**src/rtl/mmd_pkg.sv**
```systemverilog
package mmd_pkg;
   localparam int NUM_TGT = 11;

   typedef enum logic [3:0] {
      TG_RAM   = 4'd0,
      TG_BASIC = 4'd1,
      TG_SYS   = 4'd2,
      TG_CHR   = 4'd3,
      TG_VID   = 4'd4,
      TG_SND   = 4'd5,
      TG_COL   = 4'd6,
      TG_PA    = 4'd7,
      TG_PB    = 4'd8,
      TG_BREG  = 4'd9,
      TG_OPEN  = 4'd10
   } tgt_e;

   typedef struct packed {
      logic basic;
      logic sys;
      logic chr;
      logic io;
   } vis_t;

   function automatic vis_t code_to_vis(input logic [2:0] code);
      vis_t v;
      v.basic = (code == 3'd3) || (code == 3'd7);
      v.sys   = (code == 3'd2) || (code == 3'd3) || (code == 3'd6) || (code == 3'd7);
      v.chr   = (code == 3'd1) || (code == 3'd2) || (code == 3'd3);
      v.io    = (code == 3'd5) || (code == 3'd6) || (code == 3'd7);
      return v;
   endfunction
endpackage

```
**src/rtl/mmd_bank_reg.sv**
```systemverilog
module mmd_bank_reg
   import mmd_pkg::*;
#(
   parameter int          DATA_W    = 8,
   parameter logic [7:0]  RESET_VAL = 8'h37
) (
   input  logic              clk,
   input  logic              rst_n,
   input  logic              wr_hit,
   input  logic [DATA_W-1:0] wr_data,
   output logic [DATA_W-1:0] q,
   output vis_t              vis
);
   generate
      if (DATA_W < 3) begin : g_bad_w
         $error("mmd_bank_reg: DATA_W must hold a 3-bit code");
      end
   endgenerate

   always_ff @(posedge clk) begin
      if (!rst_n)
         q <= DATA_W'(RESET_VAL);
      else if (wr_hit)
         q <= wr_data;
   end

   assign vis = code_to_vis(q[2:0]);
endmodule

```
**src/rtl/mmd_region_decode.sv**
```systemverilog
module mmd_region_decode
   import mmd_pkg::*;
#(
   parameter int          ADDR_W    = 16,
   parameter int          VID_OFS_W = 6,
   parameter int          SND_OFS_W = 8,
   parameter int          COL_OFS_W = 10,
   parameter int          PER_OFS_W = 4,
   parameter int          OFS_W     = 10,
   parameter logic [15:0] BANK_ADDR = 16'h0001
) (
   input  logic [ADDR_W-1:0] addr,
   input  logic              wr_en,
   input  vis_t              vis,
   output tgt_e              tgt,
   output logic [OFS_W-1:0]  ofs
);
   generate
      if (ADDR_W != 16) begin : g_bad_a
         $error("mmd_region_decode: map is laid out for a 16-bit bus");
      end
      if (VID_OFS_W > 10 || SND_OFS_W > 10 || COL_OFS_W > 10 || PER_OFS_W > 8) begin : g_bad_ofs
         $error("mmd_region_decode: mirror width exceeds its window");
      end
   endgenerate

   logic in_dxxx, in_axxx, in_exxx;
   assign in_dxxx = (addr[15:12] == 4'hD);
   assign in_axxx = (addr[15:13] == 3'b101);
   assign in_exxx = (addr[15:13] == 3'b111);

   always_comb begin
      tgt = TG_RAM;
      ofs = '0;
      if (addr == BANK_ADDR) begin
         tgt = TG_BREG;
      end else if (vis.io && in_dxxx) begin
         unique case (addr[11:10])
            2'd0: begin tgt = TG_VID; ofs = OFS_W'(addr[VID_OFS_W-1:0]); end
            2'd1: begin tgt = TG_SND; ofs = OFS_W'(addr[SND_OFS_W-1:0]); end
            2'd2: begin tgt = TG_COL; ofs = OFS_W'(addr[COL_OFS_W-1:0]); end
            default: begin
               unique case (addr[9:8])
                  2'd0:    begin tgt = TG_PA; ofs = OFS_W'(addr[PER_OFS_W-1:0]); end
                  2'd1:    begin tgt = TG_PB; ofs = OFS_W'(addr[PER_OFS_W-1:0]); end
                  default: tgt = TG_OPEN;
               endcase
            end
         endcase
      end else if (!wr_en) begin
         if (vis.basic && in_axxx)      tgt = TG_BASIC;
         else if (vis.sys && in_exxx)   tgt = TG_SYS;
         else if (vis.chr && in_dxxx)   tgt = TG_CHR;
      end
   end
endmodule

```
**src/rtl/mmd_rdata_mux.sv**
```systemverilog
module mmd_rdata_mux
   import mmd_pkg::*;
#(
   parameter int N      = NUM_TGT,
   parameter int DATA_W = 8
) (
   input  logic [N-1:0]             sel,
   input  logic [N-1:0][DATA_W-1:0] din,
   output logic [DATA_W-1:0]        dout
);
   logic [N:0][DATA_W-1:0] acc;
   assign acc[0] = '0;
   generate
      for (genvar i = 0; i < N; i++) begin : g_leg
         assign acc[i+1] = acc[i] | ({DATA_W{sel[i]}} & din[i]);
      end
   endgenerate
   assign dout = acc[N];
endmodule

```
**src/rtl/mem_map_decoder.sv**
```systemverilog
module mem_map_decoder
   import mmd_pkg::*;
#(
   parameter int          ADDR_W    = 16,
   parameter int          DATA_W    = 8,
   parameter int          VID_OFS_W = 6,
   parameter int          SND_OFS_W = 8,
   parameter int          COL_OFS_W = 10,
   parameter int          PER_OFS_W = 4,
   parameter logic [15:0] BANK_ADDR = 16'h0001,
   parameter logic [7:0]  RESET_VAL = 8'h37
) (
   input  logic               clk,
   input  logic               rst_n,
   input  logic [ADDR_W-1:0]  addr,
   input  logic               wr_en,
   input  logic [DATA_W-1:0]  wr_data,
   input  logic [DATA_W-1:0]  ram_rdata,
   input  logic [DATA_W-1:0]  basic_rdata,
   input  logic [DATA_W-1:0]  sysrom_rdata,
   input  logic [DATA_W-1:0]  chrom_rdata,
   input  logic [DATA_W-1:0]  video_rdata,
   input  logic [DATA_W-1:0]  sound_rdata,
   input  logic [DATA_W-1:0]  color_rdata,
   input  logic [DATA_W-1:0]  pera_rdata,
   input  logic [DATA_W-1:0]  perb_rdata,
   output logic [10:0]        sel,
   output logic [9:0]         reg_ofs,
   output logic [DATA_W-1:0]  rdata
);
   localparam int OFS_W = 10;

   vis_t                         vis;
   tgt_e                         tgt;
   logic [DATA_W-1:0]            bank_q;
   logic [NUM_TGT-1:0][DATA_W-1:0] din;

   mmd_bank_reg #(.DATA_W(DATA_W), .RESET_VAL(RESET_VAL)) u_bank (
      .clk(clk), .rst_n(rst_n),
      .wr_hit(wr_en && (addr == BANK_ADDR)),
      .wr_data(wr_data), .q(bank_q), .vis(vis)
   );

   mmd_region_decode #(
      .ADDR_W(ADDR_W), .VID_OFS_W(VID_OFS_W), .SND_OFS_W(SND_OFS_W),
      .COL_OFS_W(COL_OFS_W), .PER_OFS_W(PER_OFS_W), .OFS_W(OFS_W),
      .BANK_ADDR(BANK_ADDR)
   ) u_dec (
      .addr(addr), .wr_en(wr_en), .vis(vis), .tgt(tgt), .ofs(reg_ofs)
   );

   always_comb begin
      sel = '0;
      sel[tgt] = 1'b1;
   end

   assign din[TG_RAM]   = ram_rdata;
   assign din[TG_BASIC] = basic_rdata;
   assign din[TG_SYS]   = sysrom_rdata;
   assign din[TG_CHR]   = chrom_rdata;
   assign din[TG_VID]   = video_rdata;
   assign din[TG_SND]   = sound_rdata;
   assign din[TG_COL]   = color_rdata;
   assign din[TG_PA]    = pera_rdata;
   assign din[TG_PB]    = perb_rdata;
   assign din[TG_BREG]  = bank_q;
   assign din[TG_OPEN]  = '1;

   mmd_rdata_mux #(.N(NUM_TGT), .DATA_W(DATA_W)) u_mux (
      .sel(sel), .din(din), .dout(rdata)
   );

   // one responder per access
   p_onehot_sel_r12: assert property (@(posedge clk) disable iff (!rst_n)
      $countones(sel) == 1);

   // a stored banking byte reads back on the next cycle
   p_bank_readback_r11: assert property (@(posedge clk) disable iff (!rst_n)
      ($past(wr_en && addr == BANK_ADDR) && !wr_en && addr == BANK_ADDR)
      |-> rdata == $past(wr_data));

   // writes in the ROM ranges never reach a ROM
   p_no_rom_write_r10: assert property (@(posedge clk) disable iff (!rst_n)
      wr_en |-> !(sel[1] || sel[2] || sel[3]));

   // the unused I/O range floats high
   p_open_high_r9: assert property (@(posedge clk) disable iff (!rst_n)
      sel[10] |-> (rdata == '1 && addr[15:9] == 7'b1101111));

   // codes 0 and 4 leave only RAM and the banking register
   p_all_ram_r2: assert property (@(posedge clk) disable iff (!rst_n)
      (bank_q[1:0] == 2'b00 && addr != BANK_ADDR) |-> sel[0]);
endmodule

```
**config.mk**
```make
export PLATFORM = sky130hd
export DESIGN_NAME = mem_map_decoder
export DESIGN_NICKNAME = d
export VERILOG_FILES = /design/src/rtl/mmd_pkg.sv /design/src/rtl/mmd_bank_reg.sv /design/src/rtl/mmd_region_decode.sv /design/src/rtl/mmd_rdata_mux.sv /design/src/rtl/mem_map_decoder.sv
export SDC_FILE = /design/constraint.sdc
export NUM_CORES = 1
export LEC_CHECK = 0
export ABC_AREA = 1
export ABC_CLOCK_PERIOD_IN_PS = 2000
export BUFFER_PORTS_ARGS = -buffer_cell sky130_fd_sc_hd__buf_4
export CAP_MARGIN = 25
export CELL_PAD_IN_SITES_DETAIL_PLACEMENT = 2
export CELL_PAD_IN_SITES_GLOBAL_PLACEMENT = 2
export CORE_UTILIZATION = 19
export DETAILED_ROUTE_END_ITERATION = 10
export GPL_ROUTABILITY_DRIVEN = 0
export PLACE_DENSITY_LB_ADDON = 0.25
export SETUP_SLACK_MARGIN = 0.15
export SYNTH_ARGS = -nofsm -noshare
export SYNTH_HDL_FRONTEND = slang
export SYNTH_SLANG_ARGS = --single-unit
```
**constraint.sdc**
```tcl
create_clock -name clk -period 2 [get_ports clk]
set_input_delay 0 -clock clk [delete_from_list [all_inputs] [get_ports clk]]
set_output_delay 0 -clock clk [all_outputs]
set_load 0.01 [all_outputs]
```
; Yosys cells after proc, flatten, opt, wreduce, memory -nomap -nowiden
; Cells that the tools add are included.
[word_totals]
register_bits = 8
inputBits = 99
output_inout_bits = 29
elab_cells = 67
[classes]
magnitude_cmp = 2
n_eq_ne = 13
muxes = 14
bitwise_logic = 20
n_reduce_logical = 17
[ops]
columns = operator, n
row1 = 8-bit AND, 10
row2 = 8-bit bitwise OR, 10
row3 = 10-bit case mux with 3 select lines, 1
row4 = 4-bit 2-to-1 mux, 6
row5 = 10-bit 2-to-1 mux, 2
row6 = "16-bit by 1-bit equality test with 1-bit output, second input constant", 1
row7 = "3-bit equality test, second input constant", 5
row8 = 4-bit case mux with 3 select lines, 1
row9 = 1-bit logical OR, 8
row10 = 4-bit case mux with 2 select lines, 1
row11 = "3-bit by 2-bit equality test with 1-bit output, second input constant", 2
row12 = 1-bit logical AND, 6
row13 = "4-bit by 5-bit less-than comparator with 1-bit output, second input constant", 1
row14 = 1-bit demux with 4-bit select, 1
row15 = "2-bit by 1-bit equality test with 1-bit output, second input constant", 2
row16 = "4-bit equality test, second input constant", 1
row17 = "4-bit by 1-bit greater-or-equal comparator with 1-bit output, second input constant", 1
row18 = 2-bit zero test, 2
row19 = "3-bit by 1-bit equality test with 1-bit output, second input constant", 1
row20 = "2-bit equality test, second input constant", 1
row21 = 2-bit 2-to-1 mux, 1
row22 = 2-bit OR reduction, 1
row23 = 1-bit 2-to-1 mux, 1

; Longest topological paths before layout
; Gate-level depths: netlist of the first run.
[logic_depth]
ltp_word = 25
mapped_depth = 12
mapped_depth_nobuf = 12

; By module
; From an unflattened synthesis of the first run, not the netlist that was laid out.
[hier_totals]
hier_cells = 326
hier_area_um2 = 1535.2
[modules_own_cells]
columns = mod, instances, cells_each, area_each_um2, seq_area_each_um2
row1 = mmd_rdata_mux, 1, 179, 764.5, 0.0
row2 = mmd_bank_reg, 1, 48, 327.8, 160.2
row3 = mmd_region_decode, 1, 63, 299.0, 0.0
row4 = mem_map_decoder, 1, 36, 143.9, 0.0

; Least setup slack after synthesis of the first run
; No wires, ideal clock.
[synth_path]
path_type = flip-flop to output port
from = reg u_bank.q[1]
to = out sel[5]
arrival_ns = 1.405
slack_ns = 0.595
stages_incl_launch_ff = 8
path_buffers = 1
path_cell_list = dfxtp_1 > nor2_2 > nor2_1 > nand2_2 > nor2_2 > buf_2 > inv_1 > nor3_1
[synth_via]
elab_chain_cells = 14
[synth_lines]
columns = element, line_no
row1 = from (decl), mmd_bank_reg.sv:11  ; output logic [DATA_W-1:0] q,
row2 = from (signal assigned), mmd_bank_reg.sv:22  ; q <= DATA_W'(RESET_VAL);
row3 = from (signal assigned), mmd_bank_reg.sv:24  ; q <= wr_data;
row4 = 3-bit by 1-bit equality test with 1-bit output (tied with other cells), mmd_pkg.sv:29  ; v.chr = (code == 3'd1) || (code == 3'd2) || (code == 3'd3);
row5 = 1-bit logical OR (on tied branches) (2 in series), "mmd_pkg.sv:29, mmd_pkg.sv:28"
row6 = 1-bit logical AND or 1-bit logical OR (tied branches), "mmd_region_decode.sv:53, mmd_pkg.sv:28"
row7 = 2-bit 2-to-1 mux or 1-bit logical AND (tied branches), "mmd_region_decode.sv:53, mmd_region_decode.sv:52"
row8 = 4-bit 2-to-1 mux, mmd_region_decode.sv:52  ; else if (vis.sys && in_exxx) tgt = TG_SYS;
row9 = 4-bit 2-to-1 mux, mmd_region_decode.sv:51  ; if (vis.basic && in_axxx) tgt = TG_BASIC;
row10 = 4-bit 2-to-1 mux, mmd_region_decode.sv:50  ; end else if (!wr_en) begin
row11 = 4-bit 2-to-1 mux (*), mmd_region_decode.sv:37  ; end else if (vis.io && in_dxxx) begin
row12 = 4-bit 2-to-1 mux (*), mmd_region_decode.sv:35  ; if (addr == BANK_ADDR) begin
row13 = 4-bit by 5-bit less-than comparator with 1-bit output (not written as such) or 4-bit by 1-bit greater-or-equal comparator with 1-bit output (tied branches), mem_map_decoder.sv:54  ; sel[tgt] = 1'b1;
row14 = 1-bit logical AND (not written as such), mem_map_decoder.sv:54
row15 = 1-bit 2-to-1 mux (not written as such), mem_map_decoder.sv:54
row16 = 1-bit demux with 4-bit select (*), mem_map_decoder.sv:54
row17 = to (decl), mem_map_decoder.sv:27  ; output logic [10:0] sel,
; Mark *: on every way between the ends. The rest lies on a longest branch, timed or not.

; Final worst setup path of the first run
[layout_path]
from = reg u_bank.q[1]
to = out rdata[0]
[layout_via]
elab_chain_cells = 25
[layout_lines]
columns = element, line_no
row1 = 3-bit by 1-bit equality test with 1-bit output (tied with other cells), mmd_pkg.sv:29
row2 = 1-bit logical OR (on tied branches) (2 in series), "mmd_pkg.sv:29, mmd_pkg.sv:28"
row3 = 1-bit logical AND or 1-bit logical OR (tied branches), "mmd_region_decode.sv:53, mmd_pkg.sv:28"
row4 = 2-bit 2-to-1 mux or 1-bit logical AND (tied branches), "mmd_region_decode.sv:53, mmd_region_decode.sv:52"
row5 = 4-bit 2-to-1 mux, mmd_region_decode.sv:52
row6 = 4-bit 2-to-1 mux, mmd_region_decode.sv:51
row7 = 4-bit 2-to-1 mux, mmd_region_decode.sv:50
row8 = 4-bit 2-to-1 mux (*), mmd_region_decode.sv:37
row9 = 4-bit 2-to-1 mux (*), mmd_region_decode.sv:35
row10 = 4-bit by 5-bit less-than comparator with 1-bit output (not written as such) or 4-bit by 1-bit greater-or-equal comparator with 1-bit output (tied branches), mem_map_decoder.sv:54
row11 = 1-bit logical AND (not written as such), mem_map_decoder.sv:54
row12 = 1-bit 2-to-1 mux (not written as such), mem_map_decoder.sv:54
row13 = 1-bit demux with 4-bit select (*), mem_map_decoder.sv:54
row14 = 8-bit AND, mmd_rdata_mux.sv:15  ; assign acc[i+1] = acc[i] | ({DATA_W{sel[i]}} & din[i]);
row15 = 8-bit bitwise OR (9 in series), mmd_rdata_mux.sv:15
row16 = 8-bit bitwise OR (*), mmd_rdata_mux.sv:15
row17 = to (decl), mem_map_decoder.sv:29  ; output logic [DATA_W-1:0] rdata
; Marked as above.

==> results of run 1 <==
==> cell usage in the layout (no fill, tap or decap) <==
cell type	n
inv_2	2
nor3_1	4
buf_4	129
nand3_2	6
a21oi_4	2
nor2_4	10
nor3b_1	3
o21ai_0	3
dfxtp_1	5
nor2_2	16
clkbuf_16	1
nand2_8	1
buf_12	4
dfxtp_2	1
inv_4	2
buf_8	1
nand3_4	2
a21oi_2	1
nand2_2	12
nand2_4	4
nand4_1	56
nand2_1	66
nand3_1	24
inv_1	26
a21oi_1	4
clkbuf_8	3
o21ai_1	1
dfxtp_4	2
buf_6	11
nor2_1	40
nor4b_1	2
==> report_power, final <==
group / internal (mW) / switching, mW / total, mW
clock: 0.130 / 0.0629 / 0.193
combinational: 0.235 / 0.204 / 0.439
sequential: 0.157 / 0.00000243 / 0.157
==> synth_stat cells (all sizes together) <==
cell type / number / area (µm²)
a21oi: 7 / 46.3
buf: 17 / 133
clkbuf: 2 / 7.51
dfxtp: 8 / 160
inv: 30 / 115
nand2: 82 / 335
nand3: 31 / 173
nand4: 56 / 350
nor2: 65 / 297
nor3: 4 / 20.0
nor3b: 3 / 22.5
nor4b: 2 / 17.5
o21ai: 4 / 20.0
==> worst max-delay path: stages (launching register included) <==
cell and delay, ps:
dfxtp_4 350, nor2_4 120, nor2_2 40, nand2_2 120, nand2_2 80, nand2_4 80
nand3_4 180, buf_6 200, nand4_1 90, nand2_1 110, nor2_2 130, nand3_1 110
buf_6 140
==> metrics by stage <==
step	setup TNS [ps]	util (%)	worst slack, ps
after global routing	-432	36.1	-89.9
after global placement	0	31.5	120
after floorplan	0	-	595
after CTS	0	34.7	52.1
after detailed placement	0	31.5	63.9
final	0	36.1	8.98
==> worst max path at each step <==
stage,from,endpoint,slack [ps]
floorplan,u_bank.q[1]$_SDFFE_PN1P_,sel[5],600
global placement,u_bank.q[1]$_SDFFE_PN1P_,rdata[7],120
detailed placement,u_bank.q[1]$_SDFFE_PN1P_,rdata[7],60
CTS,u_bank.q[1]$_SDFFE_PN1P_,rdata[0],50
global route,u_bank.q[1]$_SDFFE_PN1P_,rdata[0],-90
finish,u_bank.q[1]$_SDFFE_PN1P_,rdata[0],9
==> routing by layer <==
| metal | routed length [µm] | global-route usage (%) | up-vias |
|---|---|---|---|
| li1 | - | - | 1331 |
| met1 | 3980 | 24.8 | 1261 |
| met2 | 4670 | 35.4 | 77 |
| met3 | 491 | 1.41 | 2 |
| met4 | 34 | 2.70 | 0 |
| met5 | 0 | 0 | - |
==> cells by family after synthesis <==
logic type / after synthesis / synth area share, %
simple gates: 243 / 71.6
buf+inv: 49 / 15.0
compound gates: 11 / 3.91
flops: 8 / 9.44
==> area by class of cell <==
class	count	area, µm²	area share, %
inverters	30	118	3.75
repair buffers	146	1210	38.7
flip-flops and latches	8	169	5.39
clock buffers	3	41.3	1.32
multi-input cells	257	1460	46.5
well taps	108	135	4.31
==> what timing repair did <==
| action | in CTS | in global routing |
|---|---|---|
| gates resized for setup | 43 | 18 |
| buffers inserted | 7 | 2 |
| hold buffers | 0 | 0 |
| cloned | 2 | 2 |
| pin swaps | 8 | 6 |
| endpoints found under the setup margin | 15 | 15 |
==> qor.json, run 1 <==
{
  "result_of_the_run": {"value": "complete, no violations"},
  "maximum_number_of_pins_on_one_net_before_global_route_repair": {"value": 27},
  "hold_class": {"value": "input pin to flip-flop"},
  "initial_utilization": {"value": 19.6, "unit": "%"},
  "cp.arrival": {"value": 1990, "unit": "ps"},
  "grt_antenna_before_repair": {"value": 0},
  "synth_seq_cells": {"value": 8},
  "finalWorstPathRequiredPeriod": {"value": 1990, "unit": "ps"},
  "rsz0062_at_grt": {"value": "yes"},
  "worst_ir_drop_vdd": {"value": 0.256, "unit": "mV"},
  "finalPower": {"value": 0.789, "unit": "mW"},
  "startpoint_of_the_lowest_slack_hold_path": {"value": "wr_data[4]"},
  "yosysUniqueCellTypes": {"value": 25},
  "synthesis.area": {"value": 0.00170, "unit": "mm²"},
  "holdPathEnd": {"value": "u_bank.q[4]$_SDFFE_PN1P_"},
  "core.rowCount": {"value": 34},
  "grt_overflow_total": {"value": 0},
  "mean_routed_wirelength_per_cell": {"value": 16.6, "unit": "µm"},
  "p_leak": {"value": 1.71, "unit": "nW"},
  "pins_over_slew_limit": {"value": 0},
  "drt-pass1-iter-count": {"value": 4},
  "powerDensity": {"value": 252, "unit": "mW/mm²"},
  "dpl.cell_count": {"value": 536},
  "nNetsFinal": {"value": 545},
  "r2r_start": {"value": "u_bank.q[1]$_SDFFE_PN1P_"},
  "drc": {"value": 0},
  "ioPinCount": {"value": 128},
  "synth.yosys.warnings": {"value": 0},
  "setup.worst_path.start_class": {"value": "flip-flop"},
  "antenna_cells": {"value": 0},
  "grt_pass1_vias": {"value": 2779},
  "share_of_post_route_cells_with_drive_strength_above_1": {"value": 47.3, "unit": "%"},
  "cts_sinks": {"value": 8},
  "clk_root_buffer_cell": {"value": "clkbuf_8"},
  "hold_path_depth": {"value": 3},
  "cts-root-to-sink-buffers": {"value": 2},
  "detailedRoute.firstIterationViolations": {"value": 82},
  "drt.antenna.violating_nets": {"value": 0},
  "yosysSeqAreaShare": {"value": 9.44, "unit": "%"},
  "cts_inserted_buffers": {"value": 3},
  "avgViaCountPerCell": {"value": 4.84},
  "clock-skew-final": {"value": 0, "unit": "ps"},
  "syn_inst": {"value": 311},
  "final_area": {"value": 0.00313, "unit": "mm²"},
  "drv.max_cap_violation_count": {"value": 0},
  "crit-reg2reg-capture": {"value": "u_bank.q[1]$_SDFFE_PN1P_"},
  "insertion_delay": {"value": 230, "unit": "ps"},
  "timing.final.hold_violations": {"value": 0},
  "area_delta_synth_final": {"value": 84.7, "unit": "%"},
  "postSynthAreaPerCell": {"value": 5.46, "unit": "µm²"},
  "postPlaceCellArea": {"value": 0.00274, "unit": "mm²"},
  "detail_route.wirelength": {"value": 9180, "unit": "µm"},
  "critical_path_required": {"value": 2000, "unit": "ps"},
  "syn-num-nets": {"value": 410},
  "relSlewSlack": {"value": 77.6, "unit": "%"},
  "setup_viol": {"value": 0},
  "largestRegisters": {"value": "u_bank.q: 8 flops"},
  "largest_reg_flops": {"value": 8},
  "detailroute.via_count": {"value": 2671},
  "largest-register": {"value": "u_bank.q"},
  "globalRouteTotalUtil": {"value": 19.2, "unit": "%"},
  "first_pass_grt_wire_length": {"value": 13900, "unit": "µm"},
  "die_width": {"value": 96.5, "unit": "µm"},
  "layout_worst_path_cycle_share": {"value": 99.6, "unit": "%"},
  "reg2regPathDepth": {"value": 3},
  "fillerInstances": {"value": 1096},
  "worst_setup_path_end_kind": {"value": "output pin"},
  "whs": {"value": 12.6, "unit": "ps"},
  "tightest_slew": {"value": 335, "unit": "ps"},
  "worst-setup-path-type": {"value": "flip-flop to output pin"},
  "rrSetupSlack": {"value": 1260, "unit": "ps"},
  "finalNonFillerCells": {"value": 552},
  "path_clk_slew": {"value": 40, "unit": "ps"},
  "worstPathMaxFanout": {"value": 8},
  "placement.io_buffers": {"value": 127},
  "chipHeight": {"value": 96.5, "unit": "µm"},
  "fmax": {"value": 0.502, "unit": "GHz"},
  "die-area": {"value": 0.00931, "unit": "mm²"},
  "post_detail_place_hpwl": {"value": 6860, "unit": "µm"},
  "cts_tree": {"value": "yes"},
  "floorplan.core_area": {"value": 0.00868, "unit": "mm²"},
  "h-tree-depth": {"value": 1}
}
(Power assumes the default switching activity.)
==> inputs of run 2 (changes only) <==
--- a/config.mk
+++ b/config.mk
@@ -6,12 +6,13 @@
 export NUM_CORES = 1
 export LEC_CHECK = 0
 export ABC_AREA = 1
-export ABC_CLOCK_PERIOD_IN_PS = 2000
+export ABC_CLOCK_PERIOD_IN_PS = 1700
 export BUFFER_PORTS_ARGS = -buffer_cell sky130_fd_sc_hd__buf_4
 export CAP_MARGIN = 25
 export CELL_PAD_IN_SITES_DETAIL_PLACEMENT = 2
 export CELL_PAD_IN_SITES_GLOBAL_PLACEMENT = 2
-export CORE_UTILIZATION = 19
+export CORE_ASPECT_RATIO = 1.25
+export CORE_UTILIZATION = 16
 export DETAILED_ROUTE_END_ITERATION = 10
 export GPL_ROUTABILITY_DRIVEN = 0
 export PLACE_DENSITY_LB_ADDON = 0.25
==> constraint.sdc (replaced) <==
create_clock -name clk -period 1.7 [get_ports clk]
set_input_delay 0 -clock clk [delete_from_list [all_inputs] [get_ports clk]]
set_output_delay 0 -clock clk [all_outputs]
set_load 0.02 [all_outputs]
==> run 2 against run 1 <==
The run now ends with setup timing left. Via count grew 4.8%. Sequential share of layout area down 0.68 points. Utilization is 0.45 points lower. Largest power group unchanged.
==> qor.json, run 2 (synthesized netlist as in run 1, its figures left out) <==
{
  "detailedRoute.firstIterationViolations": {"value": 55, "change": "-33%"},
  "drt.antenna.violating_nets": {"value": 0, "change": "unchanged"},
  "r2r_start": {"value": "u_bank.q[1]$_SDFFE_PN1P_"},
  "cts_tree": {"value": "yes"},
  "cts_inserted_buffers": {"value": 3, "change": "unchanged"},
  "crit_path_cell_trace": {"value": "inv_1, nor2_1, nand2_2, nor2_4, a21oi_4, buf_12, buf_12, nand4_1, nand2_2, nor2_4, nand3_1, buf_6"},
  "drc": {"value": 0, "change": "unchanged"},
  "critical_path_required": {"value": 1700, "unit": "ps", "change": "-300 ps"},
  "share_of_post_route_cells_with_drive_strength_above_1": {"value": 52.7, "unit": "%", "change": "+5.4 points"},
  "globalRouteTotalUtil": {"value": 17.8, "unit": "%", "change": "-1.5 points"},
  "cts_sinks": {"value": 8, "change": "unchanged"},
  "h-tree-depth": {"value": 1, "change": "unchanged"},
  "drv.max_cap_violation_count": {"value": 0, "change": "unchanged"},
  "finalWorstPathRequiredPeriod": {"value": 1950, "unit": "ps"},
  "holdPathEnd": {"value": "u_bank.q[2]$_SDFFE_PN1P_"},
  "initial_utilization": {"value": 16.6, "unit": "%", "change": "-2.9 points"},
  "mean_routed_wirelength_per_cell": {"value": 17.4, "unit": "µm", "change": "+4.9%"},
  "crit-reg2reg-capture": {"value": "u_bank.q[1]$_SDFFE_PN1P_"},
  "die_width": {"value": 94.1, "unit": "µm", "change": "-2.5%"},
  "final_common_cell": {"value": "buf_4"},
  "reg2regPathDepth": {"value": 3, "change": "unchanged"},
  "grtUsageMet2": {"value": 34.8, "unit": "%", "change": "-0.60 points"},
  "largest-register": {"value": "u_bank.q"},
  "startpoint_of_the_lowest_slack_hold_path": {"value": "rst_n"},
  "finalPower": {"value": 1.18, "unit": "mW", "change": "+50%"},
  "post_detail_place_hpwl": {"value": 7470, "unit": "µm", "change": "+9.0%"},
  "largestRegisters": {"value": "u_bank.q: 8 flops"},
  "cp.arrival": {"value": 1950, "unit": "ps", "change": "-40 ps"},
  "rrSetupSlack": {"value": 960, "unit": "ps", "change": "-300 ps"},
  "cts-root-to-sink-buffers": {"value": 2, "change": "unchanged"},
  "maximum_number_of_pins_on_one_net_before_global_route_repair": {"value": 24, "change": "-11%"},
  "chipHeight": {"value": 117, "unit": "µm", "change": "+21%"},
  "clk_root_buffer_cell": {"value": "clkbuf_16"},
  "nNetsFinal": {"value": 566, "change": "+3.9%"},
  "fmax": {"value": 0.512, "unit": "GHz"},
  "grt_use_met1": {"value": 20.9, "unit": "%", "change": "-3.9 points"},
  "grt-busiest-layer": {"value": "met2"},
  "failed_checks": {"value": "setup timing"},
  "tightest_slew": {"value": 414, "unit": "ps", "change": "+79.1 ps"},
  "worst-setup-path-type": {"value": "flip-flop to output pin"},
  "placement.io_buffers": {"value": 127, "change": "unchanged"},
  "detailroute.via_count": {"value": 2799, "change": "+4.8%"},
  "worstPathMaxFanout": {"value": 10, "change": "+2"},
  "p_leak": {"value": 1.91, "unit": "nW", "change": "+12%"},
  "fillerInstances": {"value": 1201, "change": "+9.6%"},
  "floorplan.core_area": {"value": 0.0102, "unit": "mm²", "change": "+18%"},
  "hold_class": {"value": "input pin to flip-flop"},
  "largest_reg_flops": {"value": 8, "change": "unchanged"},
  "path_clk_slew": {"value": 40, "unit": "ps", "change": "about the same"},
  "avgViaCountPerCell": {"value": 4.71, "change": "-2.6%"},
  "powerDensity": {"value": 325, "unit": "mW/mm²", "change": "+29%"},
  "grt_pass1_vias": {"value": 2983, "change": "+7.3%"},
  "layout_worst_path_cycle_share": {"value": 115, "unit": "%"},
  "result_of_the_run": {"value": "finished, violations left"},
  "drt-pass1-iter-count": {"value": 4, "change": "unchanged"},
  "rsz0062_at_grt": {"value": "yes"},
  "pins_over_slew_limit": {"value": 0, "change": "unchanged"},
  "core.rowCount": {"value": 41, "change": "+21%"},
  "detail_route.wirelength": {"value": 10400, "unit": "µm", "change": "+13%"},
  "grt_antenna_before_repair": {"value": 0, "change": "unchanged"},
  "first_pass_grt_wire_length": {"value": 15200, "unit": "µm", "change": "+9.5%"},
  "hold_path_depth": {"value": 2, "change": "-1"},
  "clock-skew-final": {"value": 0, "unit": "ps", "change": "unchanged"},
  "whs": {"value": 12.1, "unit": "ps", "change": "-0.466 ps"},
  "insertion_delay": {"value": 230, "unit": "ps", "change": "about the same"},
  "timing.critical_path.slowest_cell_delay": {"value": 360, "unit": "ps", "change": "about the same"},
  "worst_setup_path_end_kind": {"value": "output pin"},
  "setup.worst_path.start_class": {"value": "flip-flop"},
  "setup_viol": {"value": 16, "change": "+16"},
  "grtUsageMet3": {"value": 1.68, "unit": "%", "change": "+0.27 points"},
  "antenna_cells": {"value": 0, "change": "unchanged"},
  "final_cell_mix": {"value": "buf_4, nand2_1, nand4_1, nor2_1, nand3_1"},
  "timing.final.hold_violations": {"value": 0, "change": "unchanged"},
  "grt_overflow_total": {"value": 0, "change": "unchanged"},
  "die-area": {"value": 0.0110, "unit": "mm²", "change": "+18%"},
  "ioPinCount": {"value": 128, "change": "unchanged"},
  "crit_path_top_delay_cell": {"value": "dfxtp_4"},
  "worst_ir_drop_vdd": {"value": 0.411, "unit": "mV", "change": "+60%"},
  "worst_slack": {"value": -251, "unit": "ps", "change": "-260 ps"},
  "area_delta_synth_final": {"value": 115, "unit": "%"},
  "relSlewSlack": {"value": 72.3, "unit": "%", "change": "-5.3 points"},
  "timing.critical_path.buf_inv": {"value": 4, "change": "+2"},
  "path_delay_family": {"value": "simple AND/OR/NAND/NOR gates"}
}
[run 2: routing by layer]
| metal | up-vias | wire length, µm |
|---|---|---|
| li1 | 1376 | - |
| met1 | 1322 | 4100 |
| met2 | 87 | 5630 |
| met3 | 14 | 426 |
| met4 | 0 | 204 |
| met5 | - | 0 |
[run 2: cell type report]
type                            count  area [µm²]  share of cell area [%]
Clock buffer                        3        75.1                    2.06
Tap cell                          129         161                    4.43
Multi-Input combinational cell    258        1570                    43.0
Sequential cell                     8         171                    4.71
Timing Repair Buffer              166        1550                    42.6
Inverter                           30         118                    3.23
[run 2: worst max-delay path by stage]
stage	startpoint	to	slack, ps	depth (start not counted)
after floorplan	u_bank.q[1]$_SDFFE_PN1P_	reg_ofs[6]	100	5
after global placement	u_bank.q[1]$_SDFFE_PN1P_	rdata[5]	-50	11
after detailed placement	u_bank.q[1]$_SDFFE_PN1P_	rdata[5]	-90	11
after CTS	u_bank.q[0]$_SDFFE_PN1P_	rdata[6]	-210	12
after global routing	u_bank.q[0]$_SDFFE_PN1P_	rdata[1]	-380	12
final	u_bank.q[2]$_SDFFE_PN1P_	rdata[7]	-250	12
[run 2: power breakdown]
part / total (mW) / internal, mW / switching [mW]
clock: 0.390 / 0.303 / 0.0874
combinational: 0.610 / 0.323 / 0.287
sequential: 0.184 / 0.184 / 0.00000287
total: 1.18 / 0.810 / 0.375
[run 2: per-stage QoR]
stage	instance area (µm²)	util [%]	TNS, ps	instances	worst slack, ps
after global routing	3640	35.7	-4900	594	-380
after floorplan	1700	-	0	311	103
after CTS	3390	33.2	-2150	587	-214
after detailed placement	2910	28.5	-552	568	-94.3
after global placement	2910	28.5	-228	568	-45.6
final	3640	35.7	-2950	594	-251
[run 2: timing repair]
item	CTS	global route
setup buffers	10	4
gates resized for setup	53	38
cloned	6	3
endpoints found under the hold margin	0	0
pin swaps	14	18
endpoints found under the setup margin	23	26
hold buffers	0	0
[run 2: worst reg2reg max path, delay by kind of cell (launching register included)]
| family | cells | cell delay (ps) |
|---|---|---|
| AND/OR/NAND/NOR | 2 | 130 |
| buffers and inverters | 1 | 140 |
| flip-flops | 1 | 360 |
